===== config.mk =====
export PLATFORM = sky130hd
export DESIGN_NAME = cond_gate
export DESIGN_NICKNAME = d
export VERILOG_FILES = /design/src/rtl/cond_gate_pkg.sv /design/src/rtl/cond_eval.sv /design/src/rtl/cond_flag_reg.sv /design/src/rtl/cond_gate.sv
export SDC_FILE = /design/constraint.sdc
export NUM_CORES = 1
export LEC_CHECK = 0
export BUFFER_PORTS_ARGS = -buffer_cell sky130_fd_sc_hd__buf_4
export CAP_MARGIN = 20
export CORE_AREA = 2 2 39 41
export DETAILED_ROUTE_END_ITERATION = 8
export DIE_AREA = 0 0 41 43
export PLACE_DENSITY = 0.61
export RECOVER_POWER = 100
export SETUP_SLACK_MARGIN = 0.3
export SLEW_MARGIN = 0
export SYNTH_ARGS = -nofsm -noshare
export SYNTH_HDL_FRONTEND = slang
export SYNTH_SLANG_ARGS = --single-unit

===== constraint.sdc =====
create_clock -name clk -period 3.35 [get_ports clk]
set_input_delay 0.8375 -clock clk [delete_from_list [all_inputs] [get_ports clk]]
set_output_delay 0.8375 -clock clk [all_outputs]
set_load 0.02 [all_outputs]

===== src/rtl/cond_gate_pkg.sv =====
package cond_gate_pkg;

  localparam int COND_W = 4;
  localparam int FLAG_W = 4;

  typedef enum logic [COND_W-1:0] {
    CC_ZSET  = 4'b0000,
    CC_ZCLR  = 4'b0001,
    CC_CSET  = 4'b0010,
    CC_CCLR  = 4'b0011,
    CC_NSET  = 4'b0100,
    CC_NCLR  = 4'b0101,
    CC_VSET  = 4'b0110,
    CC_VCLR  = 4'b0111,
    CC_UHI   = 4'b1000,
    CC_ULS   = 4'b1001,
    CC_SGE   = 4'b1010,
    CC_SLT   = 4'b1011,
    CC_SGT   = 4'b1100,
    CC_SLE   = 4'b1101,
    CC_ALWAYS= 4'b1110,
    CC_NEVER = 4'b1111
  } cond_e;

  typedef struct packed {
    logic n;
    logic z;
    logic c;
    logic v;
  } nzcv_t;

endpackage


===== src/rtl/cond_eval.sv =====
module cond_eval
  import cond_gate_pkg::*;
(
  input  logic [COND_W-1:0] cond_i,
  input  nzcv_t             flags_i,
  output logic              pass_o
);

  localparam int SEL_W = COND_W - 1;

  logic [SEL_W-1:0] base_sel;
  logic             invert;
  logic             base_ok;
  logic             n_eq_v;

  assign base_sel = cond_i[COND_W-1:1];
  assign invert   = cond_i[0];
  assign n_eq_v   = (flags_i.n == flags_i.v);

  // Even code of each pair holds the base test; the odd code inverts it.
  always_comb begin
    unique case (base_sel)
      3'd0:    base_ok = flags_i.z;
      3'd1:    base_ok = flags_i.c;
      3'd2:    base_ok = flags_i.n;
      3'd3:    base_ok = flags_i.v;
      3'd4:    base_ok = flags_i.c & ~flags_i.z;
      3'd5:    base_ok = n_eq_v;
      3'd6:    base_ok = ~flags_i.z & n_eq_v;
      default: base_ok = 1'b1;
    endcase
  end

  // The last pair is always / never, so its inversion is not XOR-ed with a flag.
  assign pass_o = (base_sel == 3'd7) ? ~invert : (base_ok ^ invert);

endmodule


===== src/rtl/cond_flag_reg.sv =====
module cond_flag_reg
  import cond_gate_pkg::*;
#(
  parameter logic [FLAG_W-1:0] FLAG_RST = '0
)(
  input  logic  clk,
  input  logic  rst_n,
  input  logic  upd_en,
  input  nzcv_t upd_val,
  input  logic  sat_set,
  input  logic  sat_clr,
  output nzcv_t flags_q,
  output logic  sat_q
);

  always_ff @(posedge clk) begin
    if (!rst_n) begin
      flags_q <= nzcv_t'(FLAG_RST);
    end else if (upd_en) begin
      flags_q <= upd_val;
    end
  end

  always_ff @(posedge clk) begin
    if (!rst_n) begin
      sat_q <= 1'b0;
    end else if (sat_set) begin
      sat_q <= 1'b1;
    end else if (sat_clr) begin
      sat_q <= 1'b0;
    end
  end


  flags_hold_chk: assert property (@(posedge clk) disable iff (!rst_n)
    !upd_en |=> $stable(flags_q));


  flags_load_chk: assert property (@(posedge clk) disable iff (!rst_n)
    upd_en |=> flags_q == $past(upd_val));


  sat_sticky_chk: assert property (@(posedge clk) disable iff (!rst_n)
    (sat_q && !sat_clr) |=> sat_q);


  sat_set_wins_chk: assert property (@(posedge clk) disable iff (!rst_n)
    sat_set |=> sat_q);

endmodule


===== src/rtl/cond_gate.sv =====
module cond_gate
  import cond_gate_pkg::*;
#(
  parameter logic [FLAG_W-1:0] FLAG_RST = '0
)(
  input  logic              clk,
  input  logic              rst_n,
  input  logic              iss_valid,
  output logic              iss_ready,
  input  logic [COND_W-1:0] iss_cond,
  input  logic              iss_setf,
  input  logic [FLAG_W-1:0] iss_nzcv,
  input  logic              iss_sat,
  input  logic              clr_sat,
  output logic              res_valid,
  input  logic              res_ready,
  output logic              res_exec,
  output logic [FLAG_W-1:0] flags_o,
  output logic              sat_o
);

  nzcv_t cur_flags;
  logic  cond_ok;
  logic  accepted;
  logic  do_upd;
  logic  do_sat;

  cond_eval u_eval (
    .cond_i  (iss_cond),
    .flags_i (cur_flags),
    .pass_o  (cond_ok)
  );

  assign accepted  = iss_valid & res_ready;
  assign do_upd    = accepted & cond_ok & iss_setf;
  assign do_sat    = accepted & cond_ok & iss_sat;

  assign res_valid = iss_valid;
  assign iss_ready = res_ready;
  assign res_exec  = cond_ok;

  cond_flag_reg #(.FLAG_RST(FLAG_RST)) u_flags (
    .clk     (clk),
    .rst_n   (rst_n),
    .upd_en  (do_upd),
    .upd_val (nzcv_t'(iss_nzcv)),
    .sat_set (do_sat),
    .sat_clr (clr_sat),
    .flags_q (cur_flags),
    .sat_q   (sat_o)
  );

  assign flags_o = cur_flags;


  always_pass_chk: assert property (@(posedge clk) disable iff (!rst_n)
    (iss_cond == CC_ALWAYS) |-> res_exec);


  never_pass_chk: assert property (@(posedge clk) disable iff (!rst_n)
    (iss_cond == CC_NEVER) |-> !res_exec);


  fail_no_change_chk: assert property (@(posedge clk) disable iff (!rst_n)
    (accepted && !res_exec && !clr_sat) |=> ($stable(flags_o) && $stable(sat_o)));


  stall_no_change_chk: assert property (@(posedge clk) disable iff (!rst_n)
    (!(iss_valid && iss_ready) && !clr_sat) |=> ($stable(flags_o) && $stable(sat_o)));


  handshake_chk: assert property (@(posedge clk) disable iff (!rst_n)
    (res_valid == iss_valid) && (iss_ready == res_ready));

endmodule


Yosys cells after proc, flatten, opt, wreduce, memory -nomap -nowiden
Cells that the tools add are included.
W data, S select, Z words.
{"block": "word_totals", "reg_bits": 5, "inputBits": 15, "output_inout_bits": 8, "elab_cells": 28}
{"block": "op_classes", "eq_ne": 8, "n_mux": 4, "bitwise": 9, "n_reduce_logical": 2}
{"op": "$eq A3 B3 Y1 const B", "count": 4}
{"op": "$pmux W1 S7", "count": 1}
{"op": "$and A1 B1 Y1", "count": 6}
{"op": "$eq A3 B2 Y1 const B", "count": 2}
{"op": "$eq A3 B1 Y1 const B", "count": 1}
{"op": "$logic_not A3 Y1", "count": 1}
{"op": "$mux W1", "count": 3}
{"op": "$not A1 Y1", "count": 2}
{"op": "$reduce_bool A2 Y1", "count": 1}
{"op": "$eq A1 B1 Y1", "count": 1}
{"op": "$xor A1 B1 Y1", "count": 1}

Longest topological paths before layout
{"block": "logic_depth", "depth_word": 8, "ltp_mapped": 6, "depth_no_buf": 6}

Modules after synthesis
From an unflattened synthesis, not the netlist that was laid out.
{"block": "hier_totals", "hier_cells": 32, "area_unflattened_um2": 317.8}
{"module": "cond_flag_reg", "n_inst": 1, "cells_per_inst": 16, "area_each_um2": 190.2, "seq_area_each_um2": 100.1}
{"module": "cond_eval", "n_inst": 1, "cells_per_inst": 12, "area_each_um2": 95.1, "seq_area_each_um2": 0.0}
{"module": "cond_gate", "n_inst": 1, "cells_per_inst": 4, "area_each_um2": 32.5, "seq_area_each_um2": 0.0}

Worst setup path after synthesis
OpenSTA, ideal clock, no wires.
{"block": "synth_timing", "path_type": "in2out", "startpoint": "in iss_cond[3]", "endpoint": "out res_exec", "t_arrival_ps": 1767, "required_ps": 2513, "path_slack_ps": 746, "path_stages": 5, "n_path_buf": 0, "path_cell_list": "nor3b_1 -> o21ai_1 -> a21oi_1 -> or4_4 -> and2_4"}
{"block": "synth_via", "elab_chain_len": 4, "elab_cells_between_ends": 11, "cone_classes": "eq/ne: 7; mux: 2; bitwise: 1; reduce/logical: 1"}
{"element": "from (decl)", "line": "cond_gate.sv:10", "text": "input logic [COND_W-1:0] iss_cond,"}
{"element": "$eq A3 B3 Y1, or another cell as far along", "line": "cond_eval.sv:22", "text": "unique case (base_sel)"}
{"element": "$pmux W1 S7", "line": "cond_eval.sv:22"}
{"element": "$xor A1 B1 Y1", "line": "cond_eval.sv:35", "text": "assign pass_o = (base_sel == 3'd7) ? ~invert : (base_ok ^ invert);"}
{"element": "$mux W1 (*)", "line": "cond_eval.sv:35"}
{"element": "to (decl)", "line": "cond_gate.sv:17", "text": "output logic res_exec,"}
Every way passes the cells marked *; elsewhere a longest branch is shown, timed or not.

Worst setup path in the final report
Same ends and word-level chain as after synthesis.

==> flow_summary.yaml <==
timing:
  final.setup.tns_ns: 0
  fmaxAchievable_mhz: 333
  layout_min_cycle_time_ns: 3.00
  slew_headroom: 0.777
  drv_slew: 0
  setup_violations: 0
  hold_viol_final: 0
  layout_setup_ws_ns: 0.348
  rsz0062_at_grt: "false"
  post-route-period-util: 0.896
  fin_worst_skew_ns: 0.0000570
  tightestPinTransition_ns: 0.334
grt:
  grt_start_max_net_pins: 11
  antenna_found_initial: 0
  grt_pass1_vias: 379
  grt_pass1_wl_um: 1430
  gr-usage-all-layers: 0.117
  gr-total-overflow: 0
clock_network:
  cts_hold_buffers: 0
  cts-buffers-inserted: 3
  cts_tree: "done"
  htree_levels: 1
  cts.sinks: 5
  clk_latency_ns: 0.24
  post_cts_buffers: 0
  clock-root-buffer: "clkbuf_4"
  clk_path_buf_depth: 2
  ctsResizeCount: 0
  clkTransAtPathRegs_ns: 0.04
detailed_routing:
  wl_um: 873
  first_pass_iters: 4
  vias: 379
  drt_iter0_markers: 11
  vias_per_cell: 4.57
  drc: 0
  wl_per_cell_um: 10.5
  detail-route-antenna-nets: 0
floorplan:
  pin_count: 23
  coreArea_sq_mm: 0.00138
  dieWidth_um: 41
  die-area_sq_mm: 0.00176
  rows: 14
  die_h_um: 43
  start_util: 0.245
yosys:
  synth-compound-area-share: 0.166
  synthMuxAreaShare: 0.118
  synth_fa_ha_area_frac: 0
  yosysTopAreaCell: "dfxtp_1"
  yosys.area.top_type_share: 0.295
  synth_cell_types: 21
  synth-seq-cells: 5
  synth_simple_gate_area_frac: 0.354
  ys.warnings.count: 0
  synth_top_family_by_area: "simple AND/OR/NAND/NOR gates"
  syn_inst: 44
  synthXorXnorAreaFrac: 0
  synth_area_sq_um: 339
  syn_area_per_cell_sq_um: 7.71
  syn_nets: 59
  yosys-top-cells-area: "dfxtp_1 30%, nand2_1 13%, mux2i_1 12%, a21oi_1 5.9%, buf_4 4.4%"
  synth-seq-area-share: 0.295
run:
  drv_cap: 0
placement:
  io_buffers: 22
  post-place-ws_ns: 0.438
  gp_congestion: 0.673
  dp_cells: 79
cells_and_area:
  area_growth_pct: 43.5
  final_cells: 83
  drive_above_1_share: 0.254
  fin_nets: 83
  num_antenna_cells: 0
setup_path:
  end_kind: "primary output"
  crit_path_max_fanout: 6
  worst_ep_required_time_ns: 2.51
  startpoint_type: "input port"
  cp.arrival_ns: 2.16
  path_class: "in2out"
pwr:
  cellPowerDensity_mw_per_mm2: 347
  finalPower_uw: 169
  ir_drop_v: 0.000140
  p_leak_nw: 0.222
status:
  status: "finished, final reports clean"
hold_path:
  worst_hold_path_type: "reg2reg"
## cell usage in the layout (no fill, tap or decap)
cell	count
and3_1	1
buf_4	13
dfxtp_1	5
mux2i_1	4
and2_0	1
or4_1	1
and4_1	1
o32ai_1	1
nor3b_1	1
clkbuf_4	3
clkbuf_1	10
or3_1	1
nor2_1	1
o31ai_1	1
a22o_1	1
o22ai_1	1
o21ai_0	1
a21oi_1	4
nand3_1	1
nand2_1	12
nor2b_1	2
inv_2	1
## cell usage after synthesis
| cell type | n |
|---|---|
| nor2b_1 | 2 |
| dfxtp_1 | 5 |
| a21oi_1 | 4 |
| buf_4 | 2 |
| o31ai_1 | 1 |
| a22o_1 | 1 |
| and2_4 | 1 |
| nor2_1 | 1 |
| and3_1 | 1 |
| mux2i_1 | 4 |
| o22ai_1 | 1 |
| o32ai_1 | 1 |
| nand3_2 | 1 |
| or4_4 | 1 |
| buf_1 | 1 |
| and4_1 | 1 |
| or3_1 | 1 |
| inv_2 | 1 |
| nand2_1 | 12 |
| nor3b_1 | 1 |
| o21ai_1 | 1 |
## critical path, stage by stage
cell and delay, ns:
clkbuf_1 0.13, nor3b_1 0.15, o21ai_0 0.16, a21oi_1 0.11, or4_1 0.42, and2_0 0.19
clkbuf_1 0.17
## cell type report
class                      count  area, sq um
timing repair buffer          22          131
multi-input combinational     35          205
clock buffer                   4         26.3
fill                         160          897
tap                           16         20.0
inverter                       1         3.75
sequential                     5          100
## per-stage QoR
stage / area, sq um / hold slack, ns / utilization
global route: 487 / 0.511 / 0.352
floorplan: 339 / 0.547 / -
finish: 487 / 0.472 / 0.352
detailed placement: 505 / 0.473 / 0.365
global placement: 505 / 0.465 / 0.365
CTS: 532 / 0.480 / 0.384
## cells by family (layout without fill, tap and decap cells)
family,count (synthesis),in the layout
compound gates,9,9
flops,5,5
mux,4,4
buf+inv,4,27
simple gates,22,22
## metal layers
layer | track usage | part of all wire | vias up
li1 | - | - | 201
met1 | 0.141 | 0.47 | 169
met2 | 0.181 | 0.46 | 9
met3 | 0.0157 | 0.065 | 0
met4 | 0.0800 | 0 | 0
met5 | 0 | 0 | -
## worst paths after layout
check	depth (start not counted)	to	from	slack (ns)
worst max-delay path	7	res_exec	iss_cond[3]	0.35
worst min-delay path	2	u_flags.flags_q[1]	u_flags.flags_q[1]	0.47
worst max register to register	6	u_flags.flags_q[3]	u_flags.flags_q[2]	1.61
worst min register to register	2	u_flags.flags_q[1]	u_flags.flags_q[1]	0.47
## flip-flops by register name, summed over array words and instances (netlist names)
register	count
u_flags.flags_q	4
u_flags.sat_q	1
## report_power, final
part / leakage (nW) / internal [mW] / switching (mW)
combinational: 0.166 / 0.0184 / 0.0195
clock: 0.0150 / 0.0449 / 0.0230
sequential: 0.0405 / 0.0615 / 0.00171
total: 0.222 / 0.125 / 0.0442
Power figures use the tool's default switching activity.
